<file path="src/rtl/psave_pkg.sv">
// Package: shared types for the power-fail auto-save sequencer.
// Assumes: nothing beyond IEEE 1800-2017.
package psave_pkg;

    // Sequencer states: waiting, saving, waiting for the low flag to clear
    typedef enum logic [1:0] {
        SEQ_IDLE = 2'd0,
        SEQ_SAVE = 2'd1,
        SEQ_HOLD = 2'd2
    } seq_state_t;

endpackage

</file>
<file path="src/rtl/psave_sync.sv">
// Module: multi-flop synchronizer for one asynchronous level input.
// Assumes: input is a slow level; STAGES >= 1; output resets to 0.
module psave_sync #(
    parameter int STAGES = 2
) (
    input  logic clk,
    input  logic rst_n,
    input  logic d_i,
    output logic q_o
);

    logic [STAGES-1:0] chain;

    generate
        if (STAGES == 1) begin : g_single
            // Single register stage
            always_ff @(posedge clk) begin
                if (!rst_n) chain <= '0;
                else        chain <= d_i;
            end
        end else begin : g_multi
            // Shift the input through the register chain
            always_ff @(posedge clk) begin
                if (!rst_n) chain <= '0;
                else        chain <= {chain[STAGES-2:0], d_i};
            end
        end
    endgenerate

    assign q_o = chain[STAGES-1];

endmodule

</file>
<file path="src/rtl/psave_arm_latch.sv">
// Module: auto-save enable latch.
// Priority: brownout clear, then explicit clear, then set.
// Assumes: set/clear pulses and brownout are synchronous to clk.
module psave_arm_latch (
    input  logic clk,
    input  logic rst_n,
    input  logic set_i,
    input  logic clr_i,
    input  logic brownout_i,
    output logic armed_o
);

    // Hold the enable bit, cleared by brownout or command
    always_ff @(posedge clk) begin
        if (!rst_n)          armed_o <= 1'b0;
        else if (brownout_i) armed_o <= 1'b0;
        else if (clr_i)      armed_o <= 1'b0;
        else if (set_i)      armed_o <= 1'b1;
    end

    AST_BROWNOUT_CLEARS: assert property (@(posedge clk) disable iff (!rst_n)
        brownout_i |=> !armed_o);
    AST_CLR_WINS: assert property (@(posedge clk) disable iff (!rst_n)
        (clr_i && !brownout_i) |=> !armed_o);
    AST_SET_ARMS: assert property (@(posedge clk) disable iff (!rst_n)
        (set_i && !clr_i && !brownout_i) |=> armed_o);

endmodule

</file>
<file path="src/rtl/psave_fsm.sv">
// Module: save sequencer. It issues one store request per supply-low event
// when armed, ends the save on done or on budget expiry, and pulses end.
// Assumes: low_i is already synchronized; BUDGET >= 2.
module psave_fsm
    import psave_pkg::*;
#(
    parameter int BUDGET = 500000
) (
    input  logic clk,
    input  logic rst_n,
    input  logic low_i,
    input  logic armed_i,
    input  logic done_i,
    output logic req_o,
    output logic end_o
);

    localparam int CNT_W = $clog2(BUDGET);
    localparam logic [CNT_W-1:0] LAST = CNT_W'(BUDGET - 1);

    seq_state_t       state;
    logic [CNT_W-1:0] cnt;
    logic             end_q;

    // State, budget counter and end pulse
    always_ff @(posedge clk) begin
        if (!rst_n) begin
            state <= SEQ_IDLE;
            cnt   <= '0;
            end_q <= 1'b0;
        end else begin
            end_q <= 1'b0;
            case (state)
                SEQ_IDLE: begin
                    cnt <= '0;
                    if (low_i) state <= armed_i ? SEQ_SAVE : SEQ_HOLD;
                end
                SEQ_SAVE: begin
                    if (done_i || cnt == LAST) begin
                        state <= SEQ_HOLD;
                        end_q <= 1'b1;
                    end else begin
                        cnt <= cnt + 1'b1;
                    end
                end
                SEQ_HOLD: begin
                    if (!low_i) state <= SEQ_IDLE;
                end
                default: state <= SEQ_IDLE;
            endcase
        end
    end

    assign req_o = (state == SEQ_SAVE);
    assign end_o = end_q;

    AST_START_NEEDS_ARM: assert property (@(posedge clk) disable iff (!rst_n)
        $rose(req_o) |-> ($past(armed_i) && $past(low_i)));
    AST_END_ONE_CYCLE: assert property (@(posedge clk) disable iff (!rst_n)
        end_o |=> !end_o);
    AST_BUDGET_LIMIT: assert property (@(posedge clk) disable iff (!rst_n)
        (req_o && cnt == LAST) |=> (!req_o && end_o));
    AST_ONE_PER_EVENT: assert property (@(posedge clk) disable iff (!rst_n)
        (state == SEQ_HOLD && low_i) |=> !req_o);
    AST_IDLE_DONE_IGNORED: assert property (@(posedge clk) disable iff (!rst_n)
        (!req_o && done_i) |=> !end_o);

endmodule

</file>
<file path="src/rtl/psave_seq.sv">
// Module: top of the power-fail auto-save sequencer.
// Assumes: supply_low is asynchronous; every other input is synchronous to clk.
module psave_seq #(
    parameter int SYNC_STAGES      = 2,
    parameter int SAVE_BUDGET_CLKS = 500000
) (
    input  logic clk,
    input  logic rst_n,
    input  logic supply_low,
    input  logic brownout,
    input  logic arm_set,
    input  logic arm_clr,
    input  logic store_done,
    output logic store_req,
    output logic host_inhibit,
    output logic save_end,
    output logic alert_pull,
    output logic armed
);

    logic low_s;
    logic req;

    psave_sync #(.STAGES(SYNC_STAGES)) u_sync (
        .clk   (clk),
        .rst_n (rst_n),
        .d_i   (supply_low),
        .q_o   (low_s)
    );

    psave_arm_latch u_arm (
        .clk        (clk),
        .rst_n      (rst_n),
        .set_i      (arm_set),
        .clr_i      (arm_clr),
        .brownout_i (brownout),
        .armed_o    (armed)
    );

    psave_fsm #(.BUDGET(SAVE_BUDGET_CLKS)) u_fsm (
        .clk     (clk),
        .rst_n   (rst_n),
        .low_i   (low_s),
        .armed_i (armed),
        .done_i  (store_done),
        .req_o   (req),
        .end_o   (save_end)
    );

    assign store_req    = req;
    assign host_inhibit = req;
    assign alert_pull   = low_s;

    AST_INHIBIT_WHILE_REQ: assert property (@(posedge clk) disable iff (!rst_n)
        (store_req && !store_done && !save_end) |=> (host_inhibit || save_end));

endmodule

</file>
<file path="config.mk">
export PLATFORM = sky130hd
export DESIGN_NAME = psave_seq
export DESIGN_NICKNAME = d
export VERILOG_FILES = /design/src/rtl/psave_pkg.sv /design/src/rtl/psave_sync.sv /design/src/rtl/psave_arm_latch.sv /design/src/rtl/psave_fsm.sv /design/src/rtl/psave_seq.sv
export SDC_FILE = /design/constraint.sdc
export NUM_CORES = 1
export LEC_CHECK = 0
export BUFFER_PORTS_ARGS = -buffer_cell sky130_fd_sc_hd__buf_4
export CORE_MARGIN = 5
export CORE_UTILIZATION = 52
export CTS_CLUSTER_SIZE = 20
export DETAILED_ROUTE_END_ITERATION = 12
export PLACE_DENSITY = 0.74
export SETUP_SLACK_MARGIN = 0.02
export SYNTH_ARGS = -nofsm -noshare
export SYNTH_HDL_FRONTEND = slang
export SYNTH_HIERARCHICAL = 1
export SYNTH_SLANG_ARGS = --single-unit
</file>
<file path="constraint.sdc">
create_clock -name clk -period 1.5 [get_ports clk]
set_input_delay 0.075 -clock clk [delete_from_list [all_inputs] [get_ports clk]]
set_output_delay 0.075 -clock clk [all_outputs]
set_load 0.1 [all_outputs]
</file>
* Word-level counts from Yosys, hierarchy flattened
Index checks and enable logic that the tools add are counted.
Widths: inputs -> output; s select.
** Word-level totals
- Register bits :: 25
- Output and inout bits :: 5
- Bits of input ports :: 7
- Logic and storage cells :: 29
** Cells by class
- Bitwise gates (word level) :: 1
- Add/subtract/negate cells :: 1
- Reduce and logical (&&, ||, !) cells :: 7
- Equal/unequal tests :: 7
- Mux-type cells :: 8
** Operators by type and width (count)
- $pmux 19 s2 :: 1
- $add 19x1->19 const B :: 1
- $eq 19x19->1 const B :: 1
- $mux 19 :: 1
- $mux 2 :: 4
- $ne 2x2->1 const B :: 3
- $pmux 2 s3 :: 1
- $reduce_and 2->1 :: 2
- $reduce_and 3->1 :: 1
- $reduce_or 3->1 :: 1
- $eq 2x1->1 const B :: 1
- $eq 2x2->1 const B :: 1
- $logic_not 2->1 :: 1
- $ne 2x1->1 const B :: 1
- $reduce_bool 2->1 :: 1
- $logic_or 1x1->1 :: 1
- $mux 1 :: 1
- $not 1->1 :: 1

* Logic depth before layout (Yosys ltp)
Gate-level depths: netlist of run 1.
- Depth after elaboration :: 4
- Depth in mapped cells :: 8
- Gate-level depth less buffers :: 7

* Modules after synthesis
Netlist of run 1, hierarchy kept.
** By module, submodules not included
- psave_fsm :: times used 1, area an instance 1273.7 um^2, seq. area each 440.4 um^2, cells each 145
- psave_sync :: times used 1, area an instance 52.6 um^2, seq. area each 40.0 um^2, cells each 4
- psave_arm_latch :: times used 1, area an instance 38.8 um^2, seq. area each 20.0 um^2, cells each 3
- psave_seq :: times used 1, area an instance 7.5 um^2, seq. area each 0.0 um^2, cells each 1

* Worst setup path after synthesis of run 1
Ideal clock, no wire load.
- Path kind :: flip-flop to flip-flop
- From :: reg u_fsm.state[1]
- To :: reg u_fsm.cnt[14]
- Setup slack :: -0.753 ns
- Clock period less this slack :: 2.253 ns
- Required time :: 1.378 ns
- Stages on the path, launching flop included :: 9
- Arrival :: 2.131 ns
- Cell sequence :: dfxtp_1 > buf_6 > inv_2 > nand2_2 > clkinv_1 > nand2_1 > a211oi_2 > and3_1 > a221o_1
** Between the ends
- Word-level cells in the longest chain between the ends :: 3
- Elaborated cells on any way between the ends :: 6
- Classes of those cells :: 2 x eq/ne; 1 x mux; 3 x reduce/logical
** Ends and longest elaborated chain
- from (decl) :: RTL line psave_fsm.sv:21 : seq_state_t state;
- from (signal assigned) :: RTL line psave_fsm.sv:36 : if (low_i) state <= armed_i ? SEQ_SAVE : SEQ_HOLD;
- $eq 2x1->1 *
- net host_inhibit :: RTL line psave_seq.sv:15 : output logic host_inhibit,
- $ne 2x2->1 (no line) or $reduce_bool 2->1 (tied branches)
- $reduce_and 2->1 (no line)
- to (signal assigned) :: RTL line psave_fsm.sv:43 : cnt <= cnt + 1'b1;
- to (decl) :: RTL line psave_fsm.sv:22 : logic [CNT_W-1:0] cnt;
The timed path passes the listed nets; every way through them passes the cells marked *.
A chain may end at the register's enable or synchronous reset.

* Worst setup path after layout of run 1
- From :: reg u_fsm.cnt[12]
- To :: reg u_fsm.cnt[17]
** Between the ends
- Word-level cells in the longest chain between the ends :: 4
- Elaborated cells on any way between the ends :: 7
- Classes of those cells :: 1 x add/sub; 2 x eq/ne; 2 x mux; 2 x reduce/logical
** Ends and longest elaborated chain
- parallel branches: the longest is 4 deep, another holds $add 19x1->19
Several ways; the timed one is not identified. The select of a mux whose other input is x is not followed.

==> results of run 1 <==
-- worst min-delay path by stage --
| stage | start | slack (ns) | end | depth (start not counted) |
|---|---|---|---|---|
| after floorplan | arm_clr | 0.15 | u_arm/armed_o | 1 |
| after global placement | arm_clr | 0.24 | u_arm/armed_o | 2 |
| after detailed placement | arm_clr | 0.24 | u_arm/armed_o | 2 |
| after CTS | rst_n | 0.07 | u_fsm/cnt[0] | 2 |
| after global routing | rst_n | 0.1 | u_fsm/cnt[0] | 2 |
| final | rst_n | 0.11 | u_fsm/cnt[0] | 2 |
-- power breakdown --
part           internal, mW  switching [mW]  leakage, nW
clock network         0.105           0.226       0.0150
logic                0.0451          0.0651        0.641
registers             0.666         0.00374        0.210
-- worst max-delay path, cell delays in order, from the launching register on --
cell and delay (ns):
sky130_fd_sc_hd__dfxtp_2 0.37, sky130_fd_sc_hd__buf_4 0.15, sky130_fd_sc_hd__and3_2 0.23, sky130_fd_sc_hd__nand4_1 0.25, sky130_fd_sc_hd__nor4_4 0.38, sky130_fd_sc_hd__nand3_2 0.13, sky130_fd_sc_hd__mux2i_2 0.21
-- registers in the layout, indices dropped and copies added (netlist names) --
register       count
u_fsm/cnt         19
u_arm/armed_o      1
u_fsm/end_o        1
u_sync/chain       2
u_fsm/state        2
-- layout by cell type, fill, tap and decap left out, types with 3 or more instances in the layout --
master / n
sky130_fd_sc_hd__nand2_1: 16
sky130_fd_sc_hd__nand3_1: 3
sky130_fd_sc_hd__nand2b_1: 5
sky130_fd_sc_hd__dlygate4sd3_1: 3
sky130_fd_sc_hd__nor4b_2: 3
sky130_fd_sc_hd__a21oi_2: 5
sky130_fd_sc_hd__and2_1: 3
sky130_fd_sc_hd__nor2_1: 9
sky130_fd_sc_hd__dfxtp_2: 15
sky130_fd_sc_hd__o21ai_0: 8
sky130_fd_sc_hd__buf_6: 9
sky130_fd_sc_hd__nor4_4: 3
sky130_fd_sc_hd__clkbuf_4: 3
sky130_fd_sc_hd__and3_4: 3
sky130_fd_sc_hd__dfxtp_1: 9
sky130_fd_sc_hd__buf_4: 48
-- layout make-up --
type                       instances  area share (%)
tap                               30            1.70
multi-input combinational        118            47.8
clock buffer                       4            1.19
inverter                           5            1.53
sequential                        25            23.7
timing repair buffer              62            24.1
-- what timing repair did --
item	4_1_cts	5_1_grt
buffers inserted	11	7
resized for setup	33	32
pin swaps	16	12
hold endpoints to repair	2	0
setup endpoints to repair	18	21
hold buffers	3	0
-- routing by layer --
metal  share of wire, %  vias up
met1                 38      763
met5                  0        -
met2                 49      100
met4                7.1        0
li1                   -      684
met3                5.6       47
-- kinds of logic after synthesis --
group | count (synthesis) | share of synthesized area [%]
flops | 25 | 36.5
simple gates | 76 | 34.5
mux | 3 | 2.19
compound gates | 35 | 19.4
xor+xnor | 3 | 1.91
buf+inv | 10 | 4.56
fa+ha+maj | 1 | 0.911
==> metrics, run 1 <==
outcome=finished, violations left; failing checks=negative setup slack; net count after synthesis=161; width of the die=61.4 um; slew at the pin closest to its max-slew limit=0.541 ns; total wire length=5.36 mm; Die Footprint=0.00377 sq mm; Critical Path End Type=flip-flop; number of global-route vias before repair=1540; total number of vias=1594; GRT met3 Usage=5.66%; endpoint of the lowest-slack register-to-register path=u_fsm/cnt[17]; highest fanout seen on the critical path=4; total setup violations reported at the end of the flow=19; Port Buffers=11; fraction of the cycle the final worst path needs=119%; Inserted Clock Buffers=3; layout filler cell count=110; Finished Layout Cells=244; area added between synthesis and finish=60.8%; number of storage elements in the synthesis netlist=25; met2 routing resource usage after global routing=46.2%; Skew-Pair Late Insertion Delay=0.34 ns; diode insertion count for antenna repair=0; Setup crit start=u_fsm/cnt[12]; first-pass GRT wire length=7.19 mm; worst setup path end=u_fsm/cnt[17]; slack of the worst reg-to-reg path=-0.28 ns; Congestion Overflow GR=0; type of the worst min-delay path=in -> reg; Static Leakage=0.866 nW; prevailing post-synth register cell=sky130_fd_sc_hd__dfxtp_1; most crowded layer after global routing=met2; count of mapped cells out of synthesis=153; final worst-path setup slack=-0.281 ns; Worst Clk Skew=0.00754 ns; cell with the most instances after synthesis=sky130_fd_sc_hd__dfxtp_1; clock tree root buffer cell=sky130_fd_sc_hd__clkbuf_4; arrival time reported for the critical path endpoint=2.05 ns; FF-to-FF path depth=6; Pwr Total=1.11 mW; antenna violations before repair=0; share of the synthesized area in the top cell type=36.5%; 1st-pass router iterations=4; GRT Util Overall=25.9%; post-detailed-route wirelength per cell=22.0 um; sequential element share of the synthesized area=36.5%; Unique masters post-synth=54; via count normalized by instance count=6.53; depth of the CTS H-tree=1; maximum capacitance violations=0; type of the worst setup path=reg -> reg; Post-synth EDFFs=0; worst hold margin=0.109 ns; synth warn=6; Residual DRC=0; Net count, final=223; startpoint of the lowest-slack register-to-register path=u_fsm/cnt[12]; First DRT Iteration DRCs=124; Post-synth ARST share=0%; Core Box Area=0.00250 sq mm; Worst-path clk slew=0.15 ns; Setup crit start kind=flip-flop; CTS Sinks=25; Critical Path RT=1.77 ns; Post-DP HPWL=2.61 mm; setup slack at placement=-0.156 ns; FF/Latch Area=523 sq um; worst slew margin relative to its limit=63.6%; cell count after placement=220; peak clock frequency supported by timing=561 MHz; I/O pins=12; fraction of layout cells with a size suffix above 1=60.7%; multi-input combinational cell area=0.00105 sq mm; dpl cell area=0.00174 sq mm; synth top area cells=sky130_fd_sc_hd__dfxtp_1 (36%), sky130_fd_sc_hd__nand2_1 (5.2%), sky130_fd_sc_hd__a21oi_1 (2.9%); Setup Total Neg Slack=-1.82 ns; core occupancy in the finished layout=88.3%; y dimension of the die=61.4 um; met1 global-route usage=29.8%; buffer levels on the longest clock path=2; Antenna Violating Nets Remaining=0; Final Slew Violations=0; unrepaired setup endpoints after global routing=yes; Hold Vio Cnt, Final=0; Pwr Density=503 mW/mm^2; top cells by count, synth=sky130_fd_sc_hd__dfxtp_1 (25), sky130_fd_sc_hd__nand2_1 (19), sky130_fd_sc_hd__nor2_1 (10); Max IR drop VDD=0.000585 V; row count=18; final critical path time including I/O delays and setup=1.78 ns; gpl congestion=0.898; Design Area, Final=0.00221 sq mm; Initial Utilization=54.9%; clock tree from TritonCTS=done; average instance area after synthesis=8.97 sq um; leading area contributor after synthesis=sky130_fd_sc_hd__dfxtp_1; maximum number of pins on one net before global-route repair=20; Mapped Area=0.00137 sq mm
No activity file was read; power rests on OpenSTA's default activity.
==> run 2: changes to the inputs <==
--- a/config.mk
+++ b/config.mk
@@ -7,9 +7,11 @@
 export LEC_CHECK = 0
 export BUFFER_PORTS_ARGS = -buffer_cell sky130_fd_sc_hd__buf_4
+export CELL_PAD_IN_SITES_DETAIL_PLACEMENT = 1
+export CELL_PAD_IN_SITES_GLOBAL_PLACEMENT = 2
 export CORE_MARGIN = 5
-export CORE_UTILIZATION = 52
+export CORE_UTILIZATION = 32
 export CTS_CLUSTER_SIZE = 20
 export DETAILED_ROUTE_END_ITERATION = 12
-export PLACE_DENSITY = 0.74
+export PLACE_DENSITY_LB_ADDON = 0.1
 export SETUP_SLACK_MARGIN = 0.02
 export SYNTH_ARGS = -nofsm -noshare
==> constraint.sdc (replaced) <==
create_clock -name clk -period 1.5 [get_ports clk]
set_input_delay 0.15 -clock clk [delete_from_list [all_inputs] [get_ports clk]]
set_output_delay 0.15 -clock clk [all_outputs]
set_load 0.1 [all_outputs]
==> metrics, run 2 (synthesized netlist as in run 1, its figures left out) <==
cell breakdown of the critical path=nor4b_2, and4_1, buf_6, a21o_4, o41ai_1 (was buf_4, and3_2, nand4_1, nor4_4, nand3_2, mux2i_2); Design Area, Final=0.00202 sq mm (was 0.00221 sq mm); startpoint of the lowest-slack register-to-register path=u_fsm/cnt[8] (was u_fsm/cnt[12]); total wire length=4.20 mm (was 5.36 mm); width of the die=75.5 um (was 61.4 um); Congestion Overflow GR=0 (unchanged); unrepaired setup endpoints after global routing=yes (unchanged); layout filler cell count=486 (was 110); buffer levels on the longest clock path=2 (unchanged); worst slew margin relative to its limit=64.4% (was 63.6%); peak clock frequency supported by timing=624 MHz (was 561 MHz); gpl congestion=0.783 (was 0.898); row count=23 (was 18); type of the worst setup path=reg -> reg (unchanged); Hold Crit Depth=2 (unchanged); Pwr Total=1.18 mW (was 1.11 mW); total setup violations reported at the end of the flow=14 (was 19); final critical path time including I/O delays and setup=1.60 ns (was 1.78 ns); fraction of layout cells with a size suffix above 1=53.5% (was 60.7%); maximum capacitance violations=0 (unchanged); 1st-pass router iterations=4 (unchanged); Antenna Violating Nets Remaining=0 (unchanged); switching power=0.285 mW (was 0.295 mW); Inserted Clock Buffers=3 (unchanged); dpl cell area=0.00175 sq mm (was 0.00174 sq mm); Post-DP HPWL=3.17 mm (was 2.61 mm); depth of the CTS H-tree=1 (unchanged); fraction of the cycle the final worst path needs=107% (was 119%); slack of the worst reg-to-reg path=-0.10 ns (was -0.28 ns); Residual DRC=0 (unchanged); number of global-route vias before repair=1424 (was 1540); diode insertion count for antenna repair=0 (unchanged); leading registers by flop count=u_fsm/cnt x19, u_fsm/state x2, u_sync/chain x2 (unchanged); switching share of power=24.2% (was 26.5%); CTS Sinks=25 (unchanged); type of the worst min-delay path=in -> reg (unchanged); commonest non-fill, non-tap cells in the layout=sky130_fd_sc_hd__buf_4 (43), sky130_fd_sc_hd__nand2_1 (16), sky130_fd_sc_hd__dfxtp_2 (15), sky130_fd_sc_hd__nor2_1 (10), sky130_fd_sc_hd__dfxtp_1 (10) (was sky130_fd_sc_hd__buf_4 (48), sky130_fd_sc_hd__nand2_1 (16), sky130_fd_sc_hd__dfxtp_2 (15)); cell count after placement=240 (was 220); post-detailed-route wirelength per cell=16.7 um (was 22.0 um); Pwr Density=582 mW/mm^2 (was 503 mW/mm^2); via count normalized by instance count=5.22 (was 6.53); y dimension of the die=75.5 um (was 61.4 um); Net count, final=211 (was 223); Core Box Area=0.00409 sq mm (was 0.00250 sq mm); Finished Layout Cells=252 (was 244); terminating pin of the worst hold path=u_arm/armed_o (was u_fsm/cnt[0]); most flop-heavy register=u_fsm/cnt (unchanged); Skew-Pair Late Insertion Delay=0.27 ns (was 0.34 ns); Critical Path Slowest Stage Cell=sky130_fd_sc_hd__o41ai_1 (was sky130_fd_sc_hd__nor4_4); final worst-path setup slack=-0.102 ns (was -0.281 ns); min-delay src=arm_clr (was rst_n); total number of vias=1316 (was 1594); Critical Path End Type=flip-flop (unchanged); Worst path max stage delay=0.39 ns (was 0.38 ns); I/O pins=12 (unchanged); GRT Util Overall=16.3% (was 25.9%); Die Footprint=0.00570 sq mm (was 0.00377 sq mm); First DRT Iteration DRCs=55 (was 124); failing checks=negative setup slack (unchanged); Worst-path clk slew=0.09 ns (was 0.15 ns); Static Leakage=0.797 nW (was 0.866 nW); Max IR drop VDD=0.000395 V (was 0.000585 V); outcome=finished, violations left (unchanged); post-cts hold buffer count=0 (was 3); clock share of power=35.4% (was 29.8%); slew at the pin closest to its max-slew limit=0.529 ns (was 0.541 ns); portion of total power attributed to combinational logic=7.6% (was 9.9%); setup slack at placement=-0.160 ns (was -0.156 ns); Port Buffers=11 (unchanged); clock tree root buffer cell=sky130_fd_sc_hd__clkbuf_8 (was sky130_fd_sc_hd__clkbuf_4); Hold Vio Cnt, Final=0 (unchanged); first-pass GRT wire length=7.04 mm (was 7.19 mm); register share of total power=57.0% (was 60.3%); maximum number of pins on one net before global-route repair=20 (unchanged); Initial Utilization=33.6% (was 54.9%); Final Slew Violations=0 (unchanged); Setup crit start kind=flip-flop (unchanged); internal power=0.891 mW (was 0.816 mW); Worst Clk Skew=0.00262 ns (was 0.00754 ns); FF-to-FF path depth=5 (was 6); antenna violations before repair=0 (unchanged); endpoint of the lowest-slack register-to-register path=u_fsm/cnt[13] (was u_fsm/cnt[17]); arrival time reported for the critical path endpoint=1.76 ns (was 2.05 ns); clock tree from TritonCTS=done (unchanged); area added between synthesis and finish=47.4% (was 60.8%); most common cell after layout, fill and taps aside=sky130_fd_sc_hd__buf_4 (unchanged); number of flip-flops under the largest register name=19 (unchanged); highest fanout seen on the critical path=6 (was 4); Critical Path RT=1.66 ns (was 1.77 ns)
run 2: cell types whose count changed in the layout (fill, tap and decap cells not counted), moves of 2 or more:
cell,change
sky130_fd_sc_hd__a21oi_1,+2
sky130_fd_sc_hd__and3_1,+2
sky130_fd_sc_hd__buf_12,-2
sky130_fd_sc_hd__buf_4,-5
sky130_fd_sc_hd__buf_6,-2
sky130_fd_sc_hd__clkbuf_4,-3
sky130_fd_sc_hd__clkbuf_8,+3
sky130_fd_sc_hd__dlygate4sd3_1,-3
sky130_fd_sc_hd__inv_2,+2
run 2: what timing repair did:
item | 4_1_cts | 5_1_grt
endpoints found under the setup margin | 22 | 22
resized for setup | 30 | 14
gates cloned | 0 | 0
pin swaps | 15 | 11
hold endpoints to repair | 0 | 0
buffers inserted | 6 | 2
run 2: metrics by stage:
step | utilization [%] | setup TNS, ns | hold slack [ns]
after floorplan | - | 0 | 0.221
after global placement | 42.8 | -0.680 | 0.318
after detailed placement | 42.8 | -0.780 | 0.322
after CTS | 48.1 | -0.332 | 0.0218
after global routing | 49.5 | -1.98 | 0.0210
final | 49.5 | -0.574 | 0.0282
run 2: how the worst max path moves through the flow:
stage                  start             to  slack, ns  cells after the start
6_report        u_fsm/cnt[8]  u_fsm/cnt[13]      -0.10                      5
5_1_grt         u_fsm/cnt[8]  u_fsm/cnt[13]      -0.16                      5
4_1_cts        u_fsm/cnt[17]   u_fsm/cnt[8]      -0.05                      6
3_5_place_dp   u_fsm/cnt[17]  u_fsm/cnt[14]      -0.16                      6
3_3_place_gp   u_fsm/cnt[17]  u_fsm/cnt[14]      -0.11                      6
2_1_floorplan   u_fsm/cnt[9]  u_fsm/cnt[14]      0.003                      6
run 2: layout make-up:
cell class / instances / area, sq um / area share, %
timing repair buffer: 50 / 402 / 19.9
multi-input combinational: 118 / 963 / 47.6
sequential: 25 / 519 / 25.7
clock buffer: 4 / 45.0 / 2.23
inverter: 5 / 31.3 / 1.55
tap: 50 / 62.6 / 3.09
run 2: power by group through the flow:
stage	Combinational (mW)	Clock [mW]	Sequential, mW
after detailed placement	0.0812	0	0.687
after CTS	0.0895	0.435	0.671
final	0.0893	0.417	0.671
after global placement	0.0797	0	0.686
after global routing	0.0959	0.465	0.672
after floorplan	0.0327	0	0.698
run 2: layer usage:
metal	track usage (%)	share of wire [%]	wire length (um)	up-vias
met3	1.98	2.4	100	5
met5	0	0	0	-
met2	29.0	51	2140	16
met1	20.9	46	1910	637
met4	4.08	1.0	43	0
li1	-	-	-	658
run 2: worst max-delay path, delay by kind of cell (launching register included):
kind                   cells  cell delay (ns)
buffers and inverters      1             0.14
flip-flops                 1             0.34
AND/OR/NAND/NOR            2             0.35
AO/OA/AOI/OAI              2             0.65
